==> src/rtl/pio_timing_pkg.sv <==
package pio_timing_pkg;

  localparam int TB_W  = 8;
  localparam int CNT_W = 5;

  typedef enum logic [1:0] {
    PH_IDLE   = 2'd0,
    PH_SETUP  = 2'd1,
    PH_ACTIVE = 2'd2,
    PH_HOLD   = 2'd3
  } pio_phase_e;

  typedef enum logic [1:0] {
    CFG_DATA_TIM = 2'd0,
    CFG_CMD_TIM  = 2'd1,
    CFG_MODE     = 2'd2
  } cfg_sel_e;

  typedef struct packed {
    logic [CNT_W-1:0] setup_len;
    logic [CNT_W-1:0] active_len;
    logic [CNT_W-1:0] hold_len;
  } phase_len_t;

  function automatic logic [CNT_W-1:0] setup_clocks(input logic [1:0] code);
    return CNT_W'(code) + CNT_W'(1);
  endfunction

  function automatic logic [CNT_W-1:0] hold_clocks(input logic [2:0] code);
    logic [CNT_W-1:0] v;
    unique case (code)
      3'd6:    v = CNT_W'(8);
      3'd7:    v = CNT_W'(12);
      default: v = CNT_W'(code) + CNT_W'(1);
    endcase
    return v;
  endfunction

  function automatic logic [CNT_W-1:0] active_clocks(input logic [2:0] code);
    logic [CNT_W-1:0] v;
    unique case (code)
      3'd5:    v = CNT_W'(8);
      3'd6:    v = CNT_W'(12);
      3'd7:    v = CNT_W'(16);
      default: v = CNT_W'(code) + CNT_W'(2);
    endcase
    return v;
  endfunction

endpackage

==> src/rtl/pio_timing_regs.sv <==
module pio_timing_regs
  import pio_timing_pkg::*;
#(
  parameter logic [TB_W-1:0] DATA_TIM_RST = 8'hF5,
  parameter logic [TB_W-1:0] CMD_TIM_RST  = 8'hDE
) (
  input  logic            clk,
  input  logic            rst_n,
  input  logic            cfg_wr_i,
  input  logic [1:0]      cfg_sel_i,
  input  logic [TB_W-1:0] cfg_data_i,
  output logic [TB_W-1:0] data_tim_o,
  output logic [TB_W-1:0] cmd_tim_o,
  output logic            iordy_en_o,
  output logic            byte_mode_o
);

  logic [TB_W-1:0] data_tim_q, cmd_tim_q;
  logic            iordy_en_q, byte_mode_q;
  logic            data_en, cmd_en, mode_en;
  logic            unused_cfg_bits;

  assign unused_cfg_bits = ^cfg_data_i[TB_W-1:2];

  always_comb begin
    data_en = cfg_wr_i && (cfg_sel_i == CFG_DATA_TIM);
    cmd_en  = cfg_wr_i && (cfg_sel_i == CFG_CMD_TIM);
    mode_en = cfg_wr_i && (cfg_sel_i == CFG_MODE);
  end

  always_ff @(posedge clk or negedge rst_n) begin
    if (!rst_n) begin
      data_tim_q  <= DATA_TIM_RST;
      cmd_tim_q   <= CMD_TIM_RST;
      iordy_en_q  <= 1'b0;
      byte_mode_q <= 1'b0;
    end else begin
      if (data_en) data_tim_q <= cfg_data_i;
      if (cmd_en)  cmd_tim_q  <= cfg_data_i;
      if (mode_en) begin
        iordy_en_q  <= cfg_data_i[0];
        byte_mode_q <= cfg_data_i[1];
      end
    end
  end

  assign data_tim_o  = data_tim_q;
  assign cmd_tim_o   = cmd_tim_q;
  assign iordy_en_o  = iordy_en_q;
  assign byte_mode_o = byte_mode_q;

endmodule

==> src/rtl/pio_phase_decode.sv <==
module pio_phase_decode
  import pio_timing_pkg::*;
(
  input  logic [TB_W-1:0] tim_i,
  output phase_len_t      len_o
);

  always_comb begin
    len_o.setup_len  = setup_clocks(tim_i[7:6]);
    len_o.hold_len   = hold_clocks(tim_i[5:3]);
    len_o.active_len = active_clocks(tim_i[2:0]);
  end

endmodule

==> src/rtl/pio_cycle_seq.sv <==
module pio_cycle_seq
  import pio_timing_pkg::*;
#(
  parameter int DW = 16
) (
  input  logic          clk,
  input  logic          rst_n,
  input  logic          req_valid_i,
  input  logic          req_cmd_i,
  input  logic          req_write_i,
  input  logic [DW-1:0] req_wdata_i,
  input  logic          req_narrow_i,
  input  phase_len_t    len_i,
  input  logic          iordy_en_i,
  input  logic          iordy_i,
  input  logic [DW-1:0] dd_i,
  output logic          ready_o,
  output logic          addr_valid_o,
  output logic          cmd_sel_o,
  output logic          rd_strobe_o,
  output logic          wr_strobe_o,
  output logic [DW-1:0] dd_o,
  output logic          dd_oe_o,
  output logic          done_o,
  output logic [DW-1:0] rdata_o
);

  localparam int NW = 8;

  pio_phase_e       phase_q, phase_d;
  logic [CNT_W-1:0] cnt_q, cnt_d;
  logic [CNT_W-1:0] act_len_q, hold_len_q;
  logic             cmd_q, write_q, narrow_q;
  logic [DW-1:0]    wdata_q, wdata_d;
  logic [DW-1:0]    rdata_q, rdata_d;
  logic             accept, cap_en, rd_cap_en, last_clk, stall;

  function automatic logic [DW-1:0] narrow_fix(input logic [DW-1:0] w, input logic n);
    return n ? {{(DW-NW){1'b0}}, w[NW-1:0]} : w;
  endfunction

  assign last_clk = (cnt_q == '0);
  assign stall    = iordy_en_i && !iordy_i;
  assign accept   = (phase_q == PH_IDLE) && req_valid_i;
  assign cap_en   = accept;

  // next-state logic
  always_comb begin
    phase_d   = phase_q;
    cnt_d     = cnt_q;
    rd_cap_en = 1'b0;
    unique case (phase_q)
      PH_IDLE: begin
        if (req_valid_i) begin
          phase_d = PH_SETUP;
          cnt_d   = len_i.setup_len - CNT_W'(1);
        end
      end
      PH_SETUP: begin
        if (last_clk) begin
          phase_d = PH_ACTIVE;
          cnt_d   = act_len_q - CNT_W'(1);
        end else begin
          cnt_d = cnt_q - CNT_W'(1);
        end
      end
      PH_ACTIVE: begin
        if (last_clk) begin
          if (!stall) begin
            phase_d   = PH_HOLD;
            cnt_d     = hold_len_q - CNT_W'(1);
            rd_cap_en = !write_q;
          end
        end else begin
          cnt_d = cnt_q - CNT_W'(1);
        end
      end
      PH_HOLD: begin
        if (last_clk) phase_d = PH_IDLE;
        else          cnt_d   = cnt_q - CNT_W'(1);
      end
      default: phase_d = PH_IDLE;
    endcase
  end

  always_comb begin
    wdata_d = narrow_fix(req_wdata_i, req_narrow_i);
    rdata_d = narrow_fix(dd_i, narrow_q);
  end

  // state registers
  always_ff @(posedge clk or negedge rst_n) begin
    if (!rst_n) begin
      phase_q <= PH_IDLE;
      cnt_q   <= '0;
    end else begin
      phase_q <= phase_d;
      cnt_q   <= cnt_d;
    end
  end

  // request snapshot, loaded only on acceptance
  always_ff @(posedge clk or negedge rst_n) begin
    if (!rst_n) begin
      act_len_q  <= '0;
      hold_len_q <= '0;
      cmd_q      <= 1'b0;
      write_q    <= 1'b0;
      narrow_q   <= 1'b0;
      wdata_q    <= '0;
    end else if (cap_en) begin
      act_len_q  <= len_i.active_len;
      hold_len_q <= len_i.hold_len;
      cmd_q      <= req_cmd_i;
      write_q    <= req_write_i;
      narrow_q   <= req_narrow_i;
      wdata_q    <= wdata_d;
    end
  end

  // read capture at the edge that ends the strobe
  always_ff @(posedge clk or negedge rst_n) begin
    if (!rst_n)         rdata_q <= '0;
    else if (rd_cap_en) rdata_q <= rdata_d;
  end

  always_comb begin
    ready_o      = (phase_q == PH_IDLE);
    addr_valid_o = (phase_q != PH_IDLE);
    cmd_sel_o    = addr_valid_o && cmd_q;
    rd_strobe_o  = (phase_q == PH_ACTIVE) && !write_q;
    wr_strobe_o  = (phase_q == PH_ACTIVE) && write_q;
    dd_oe_o      = addr_valid_o && write_q;
    dd_o         = dd_oe_o ? wdata_q : '0;
    done_o       = (phase_q == PH_HOLD) && last_clk;
    rdata_o      = rdata_q;
  end

endmodule

==> src/rtl/pio_strobe_gen.sv <==
module pio_strobe_gen
  import pio_timing_pkg::*;
#(
  parameter int               DW           = 16,
  parameter logic [TB_W-1:0]  DATA_TIM_RST = 8'hF5,
  parameter logic [TB_W-1:0]  CMD_TIM_RST  = 8'hDE
) (
  input  logic            clk,
  input  logic            rst_n,
  input  logic            cfg_wr_i,
  input  logic [1:0]      cfg_sel_i,
  input  logic [TB_W-1:0] cfg_data_i,
  input  logic            req_valid_i,
  input  logic            req_cmd_i,
  input  logic            req_write_i,
  input  logic [DW-1:0]   req_wdata_i,
  output logic            req_ready_o,
  input  logic            iordy_i,
  input  logic [DW-1:0]   dd_i,
  output logic [DW-1:0]   dd_o,
  output logic            dd_oe_o,
  output logic            addr_valid_o,
  output logic            cmd_sel_o,
  output logic            rd_strobe_o,
  output logic            wr_strobe_o,
  output logic            done_o,
  output logic [DW-1:0]   rdata_o
);

  localparam int NUM_CLASS = 2;
  localparam int SYNC_LEN  = 2;

  logic [SYNC_LEN-1:0] rst_pipe_q;
  logic                rst_int_n;
  logic [TB_W-1:0]     tim_byte [NUM_CLASS];
  phase_len_t          class_len [NUM_CLASS];
  phase_len_t          sel_len;
  logic                iordy_en_w, byte_mode_w, narrow_w;

  // asynchronous assert, synchronous release
  always_ff @(posedge clk or negedge rst_n) begin
    if (!rst_n) rst_pipe_q <= '0;
    else        rst_pipe_q <= {rst_pipe_q[SYNC_LEN-2:0], 1'b1};
  end
  assign rst_int_n = rst_pipe_q[SYNC_LEN-1];

  pio_timing_regs #(
    .DATA_TIM_RST (DATA_TIM_RST),
    .CMD_TIM_RST  (CMD_TIM_RST)
  ) u_regs (
    .clk         (clk),
    .rst_n       (rst_int_n),
    .cfg_wr_i    (cfg_wr_i),
    .cfg_sel_i   (cfg_sel_i),
    .cfg_data_i  (cfg_data_i),
    .data_tim_o  (tim_byte[0]),
    .cmd_tim_o   (tim_byte[1]),
    .iordy_en_o  (iordy_en_w),
    .byte_mode_o (byte_mode_w)
  );

  for (genvar g = 0; g < NUM_CLASS; g++) begin : g_dec
    pio_phase_decode u_dec (
      .tim_i (tim_byte[g]),
      .len_o (class_len[g])
    );
  end

  assign sel_len  = class_len[req_cmd_i];
  assign narrow_w = req_cmd_i || byte_mode_w;

  pio_cycle_seq #(.DW(DW)) u_seq (
    .clk          (clk),
    .rst_n        (rst_int_n),
    .req_valid_i  (req_valid_i),
    .req_cmd_i    (req_cmd_i),
    .req_write_i  (req_write_i),
    .req_wdata_i  (req_wdata_i),
    .req_narrow_i (narrow_w),
    .len_i        (sel_len),
    .iordy_en_i   (iordy_en_w),
    .iordy_i      (iordy_i),
    .dd_i         (dd_i),
    .ready_o      (req_ready_o),
    .addr_valid_o (addr_valid_o),
    .cmd_sel_o    (cmd_sel_o),
    .rd_strobe_o  (rd_strobe_o),
    .wr_strobe_o  (wr_strobe_o),
    .dd_o         (dd_o),
    .dd_oe_o      (dd_oe_o),
    .done_o       (done_o),
    .rdata_o      (rdata_o)
  );

endmodule

==> config.mk <==
export PLATFORM = sky130hd
export DESIGN_NAME = pio_strobe_gen
export DESIGN_NICKNAME = d
export VERILOG_FILES = /design/src/rtl/pio_timing_pkg.sv /design/src/rtl/pio_timing_regs.sv /design/src/rtl/pio_phase_decode.sv /design/src/rtl/pio_cycle_seq.sv /design/src/rtl/pio_strobe_gen.sv
export SDC_FILE = /design/constraint.sdc
export NUM_CORES = 1
export LEC_CHECK = 0
export ABC_AREA = 1
export BUFFER_PORTS_ARGS = -buffer_cell sky130_fd_sc_hd__buf_2
export CAP_MARGIN = 10
export CORE_ASPECT_RATIO = 1.4
export CORE_UTILIZATION = 55
export CTS_CLUSTER_SIZE = 8
export DETAILED_ROUTE_END_ITERATION = 8
export GPL_ROUTABILITY_DRIVEN = 0
export PLACE_DENSITY = 0.88
export SLEW_MARGIN = 15
export SYNTH_ARGS = -nofsm -noshare
export SYNTH_HDL_FRONTEND = slang
export SYNTH_HIERARCHICAL = 1
export SYNTH_SLANG_ARGS = --single-unit
==> constraint.sdc <==
create_clock -name clk -period 2.6 [get_ports clk]
set_input_delay 0.78 -clock clk [delete_from_list [all_inputs] [get_ports clk]]
set_output_delay 0.78 -clock clk [all_outputs]
set_load 0.03 [all_outputs]
Word-level counts from Yosys, hierarchy flattened --
Cells that the tools add are included.
Storage, ports and cells: register bits after elaboration 72, input bits 49, output and inout port bits 39, word-level logic and storage cells 92
Cells by class: add/subtract/negate cells 10, $lt $le $gt $ge 1, equal/unequal tests 22, mux-type cells 25, bitwise gates (word level) 1, reduce and logical (&&, ||, !) cells 19
Operator list (number):
- 2-to-1 mux 16 bit | 3
- 2-to-1 mux 15 bit | 3
- equality test 3 bit (second input constant) | 10
- one-hot mux 5 bit (3 select lines) | 2
- 2-to-1 mux 5 bit | 5
- one-hot mux 5 bit (2 select lines) | 2
- one-hot mux 5 bit (4 select lines) | 1
- subtractor 5 x 1 -> 5 bit (second input constant) | 4
- logical AND 1 bit | 10
- 2-to-1 mux 2 bit | 5
- adder 3 x 1 -> 4 bit (second input constant) | 2
- adder 3 x 2 -> 4 bit (second input constant) | 2
- one-hot mux 2 bit (4 select lines) | 1
- adder 2 x 1 -> 3 bit (second input constant) | 2
- equality test 2 bit (second input constant) | 3
- inequality test 2 x 1 -> 1 bit (second input constant) | 3
- inequality test 2 bit (second input constant) | 3
- logical NOT 5 bit | 1
- AND reduction 5 bit | 1
- equality test 2 x 1 -> 1 bit (second input constant) | 2
- logical NOT 2 bit | 2
- 2-to-1 mux 1 bit | 3
- inequality test 3 bit (second input constant) | 1
- AND reduction 3 bit | 1
- 5 further kinds | 6

Depth between registers and ports, before layout --
word-level depth 8, depth in mapped cells 12, depth with buffers taken out 10

Modules after synthesis --
The synthesis kept the hierarchy.
Modules (own cells, without submodules):
- pio_cycle_seq | times used 1, cells each 333, area each 2650.0 µm², seq. area each 1301.2 µm²
- pio_timing_regs | times used 1, cells each 81, area each 780.7 µm², seq. area each 465.4 µm²
- pio_phase_decode | times used 2, cells each 29, area each 157.7 µm², seq. area each 0.0 µm²
- pio_strobe_gen | times used 1, cells each 53, area each 295.3 µm², seq. area each 50.0 µm²

Worst setup path after synthesis --
OpenSTA, ideal clock, no wires.
kind reg-to-output, start point reg u_seq.phase_q[0], end point out dd_o[10], data arrival time 2.138 ns, data required time 1.820 ns, setup slack -0.318 ns, stages on the path, launching flop included 7, buffers on the path 1, cells stage by stage dfrtp_1 inv_1 ha_1 nor2_1 inv_1 clkbuf_1 nor2_1
Between the ends: longest elaborated chain between the ends 3
Ends and longest elaborated chain:
- start, declared | line pio_cycle_seq.sv:30 | pio_phase_e phase_q, phase_d;
- start signal, assigned | line pio_cycle_seq.sv:97 | phase_q <= phase_d;
- nonzero test 2 bit | line pio_cycle_seq.sv:129 | addr_valid_o = (phase_q != PH_IDLE);
- logical AND 1 bit | line pio_cycle_seq.sv:133 | dd_oe_o = addr_valid_o && write_q;
- net dd_oe_o | line pio_strobe_gen.sv:21 | output logic dd_oe_o,
- 2-to-1 mux 16 bit | line pio_cycle_seq.sv:134 | dd_o = dd_oe_o ? wdata_q : '0;
- end, declared | line pio_strobe_gen.sv:20 | output logic [DW-1:0] dd_o,
The timed path passes the listed nets, and every way through them passes these cells.

Worst setup path in the final report --
start point reg u_seq.phase_q[0], end point out dd_o[1]
Between the ends: longest elaborated chain between the ends 3
Ends and longest elaborated chain (line):
- nonzero test 2 bit | pio_cycle_seq.sv:129
- logical AND 1 bit | pio_cycle_seq.sv:133
- 2-to-1 mux 16 bit | pio_cycle_seq.sv:134
Every way passes these cells.

==> metrics.txt <==
RSZ-0062 raised after global routing=false; vias=3603; share of the synthesized area in the top cell type=37.2%; crit path DAT=1.73 ns; crit start category=register; Distinct cells, synth=37; mean post-synth cell area=7.70 µm²; most frequent cell after synthesis=nand2_1; Worst VDD drop=0.527 mV; Tot GR Track Use=24.6%; CP Capture Type=primary output; Seq cells post-synth=72; Net Sw Frac=46.0%; status=complete, no violations; htree depth=3; drc violations=0; clock share of power=16.8%; post-DR wirelength/cell=12.3 µm; FF-to-FF End=u_seq/wdata_q[14]$_DFFE_PN0P_; I/O pins=88; Post-synth EDFFs=0; DP Cell Count=695; post-synthesis sequential area ratio=45.0%; min Tclk post-route=2.51 ns; post-route insts no fill=715; final period utilization=96.4%; leakage=2.54 nW; clk sinks=72; port bufs=87; DRT Pass-1 Iters=4; Rel. slew slack=42.9%; die area=7700 µm²; TritonCTS clock tree=yes; clk_lat worst skew=0.36 ns; Comb power frac=49.0%; Nets=678; Post-DRT Antenna Nets=0; GRT overflow=0; vias in the first global route=3400; Post-Syn Area=4040 µm²; # rows=36; initial antenna violation count=0; pwr dens=1130 nW/µm²; r2r startpoint=u_seq/phase_q[0]$_DFFE_PN0P_; setup slack, reg-to-reg=0.53 ns; Main synth FF type=dfrtp_1; cell count after synthesis=525; DIE HEIGHT=103 µm; Syn-to-layout area delta=18.1%; fraction of layout cells with a size suffix above 1=26.3%; clock buffer depth=2; Async S/R FF share, synth=100%; WL final=8770 µm; DP Area=4520 µm²; Slew @ Worst Pin=0.856 ns; Critical Path RT=1.82 ns; Setup TNS=0 ns; Worst Hold Slack=0.197 ns; fin util=67.9%; Yosys warning count=6; vias per std cell=5.04; Die W=74.4 µm; initial core utilization=57.5%; Max Cap Viol=0; CP max FO=15; part of the power in registers=34.2%; crit path from=u_seq/phase_q[0]$_DFFE_PN0P_; Setup-failing EPs final=0; R2R cell count=7; core outline area=7030 µm²; Clock Skew=0.00995 ns; cts bufs inserted=9; P_sw=2.48 mW; Slew Viols, Final=0; largest net degree at the start of global routing=71; Hold Crit Class=in2async; Synth area leaders=dfrtp_1 (37%), nand2_1 (15%), dfstp_2 (7.8%); Final Instance Area=4770 µm²; most common library cells after synthesis=nand2_1 (164), inv_1 (68), dfrtp_1 (60), o21ai_0 (45), nor2_1 (41); First DRT Iteration DRCs=210; # diodes=0; CTS Root Cell=clkbuf_8; critical path type=reg2out; first-pass GRT wire length=14400 µm; leading area contributor after synthesis=dfrtp_1; final hold vios=0; FMAX=399 MHz; Internal=2.91 mW; FILL cells=574; Detailed Place HPWL=6200 µm; Clk pin slew, worst setup/hold paths=0.08 ns
==> power by group through the flow <==
stage | clock (mW) | combinational [mW] | sequential (mW)
after floorplan | 0 | 1.62 | 2.08
after global placement | 0 | 2.40 | 1.83
after detailed placement | 0 | 2.47 | 1.86
after CTS | 0.925 | 2.56 | 1.84
after global routing | 0.979 | 2.93 | 1.89
final | 0.907 | 2.64 | 1.84
==> repair_timing <==
action,in CTS,in global routing
buffers inserted,2,2
endpoints found under the setup margin,16,16
pin swaps,0,0
hold buffers,0,0
gates resized for setup,1,4
==> flip-flops by register name (all words and copies together) (netlist names), 2 cells and up <==
signal / flops
rst_pipe_q: 2
u_seq/cnt_q: 5
u_regs/data_tim_o: 8
u_regs/cmd_tim_o: 8
u_seq/act_len_q: 5
u_seq/hold_len_q: 5
u_seq/rdata_o: 16
u_seq/wdata_q: 16
u_seq/phase_q: 2
==> area by class of cell <==
class	instances	area, µm²	share of cell area (%)
clock buffers	9	124	2.59
clock inverters	7	78.8	1.65
inverters	73	283	5.92
multi-input cells	363	1830	38.4
flip-flops and latches	72	1820	38.1
well taps	95	119	2.49
repair buffers	96	520	10.9
==> critical path, stage by stage, from the launching register on <==
cell        delay (ns)
dfrtp_1           0.35
inv_1             0.07
ha_2              0.22
nor2_4            0.15
clkinvlp_4        0.13
buf_12            0.16
nor2_1            0.08
buf_2             0.20
==> kinds of logic after synthesis <==
| logic type | after synthesis | synth area share [%] |
|---|---|---|
| flops | 72 | 45.0 |
| simple gates | 264 | 28.5 |
| fa+ha+maj | 14 | 4.33 |
| buf+inv | 94 | 11.0 |
| compound gates | 73 | 9.88 |
| xor+xnor | 5 | 1.08 |
| other cells | 3 | 0.279 |
==> through the flow <==
step	setup WS [ns]	total power, mW
6_report	0.0933	5.38
5_1_grt	0.0241	5.79
4_1_cts	0.0503	5.33
3_5_place_dp	0.302	4.33
3_3_place_gp	0.395	4.23
2_1_floorplan	0.0785	3.70
==> worst max path at each step <==
stage	endpoint	slack, ns	cells past startpoint
final	dd_o[1]	0.09	7
after floorplan	dd_o[10]	0.08	6
after detailed placement	dd_o[1]	0.30	6
after global placement	dd_o[0]	0.40	6
after global routing	dd_o[3]	0.02	7
after CTS	dd_o[1]	0.05	7
==> routing by layer <==
metal / routed length (µm) / track usage [%] / vias to the layer above
li1: - / - / 1815
met1: 3470 / 26.0 / 1643
met2: 4600 / 45.3 / 116
met3: 406 / 5.33 / 29
met4: 303 / 12.3 / 0
met5: 0 / 0 / -
==> layout by cell type, fill, tap and decap left out, drive strengths merged <==
| cell | synthesis | layout |
|---|---|---|
| nand2 | 172 | 172 |
| o21a | 2 | 2 |
| dfrtp | 60 | 60 |
| nand3b | 2 | 2 |
| o22ai | 2 | 2 |
| clkinv | 2 | 6 |
| xnor2 | 2 | 2 |
| buf | 15 | 95 |
| dfstp | 12 | 12 |
| xor2 | 3 | 3 |
| conb | 3 | 7 |
| nor2 | 44 | 44 |
| inv | 71 | 72 |
| ha | 14 | 14 |
| clkinvlp | 0 | 1 |
| nand3 | 33 | 33 |
| clkbuf | 6 | 10 |
| nand4 | 10 | 10 |
| or2 | 2 | 2 |
| a31oi | 1 | 1 |
| a21oi | 14 | 14 |
| bufinv | 0 | 1 |
| o211ai | 1 | 1 |
| nor4 | 1 | 1 |
| o21ai | 53 | 53 |
Power figures use the tool's default switching activity.
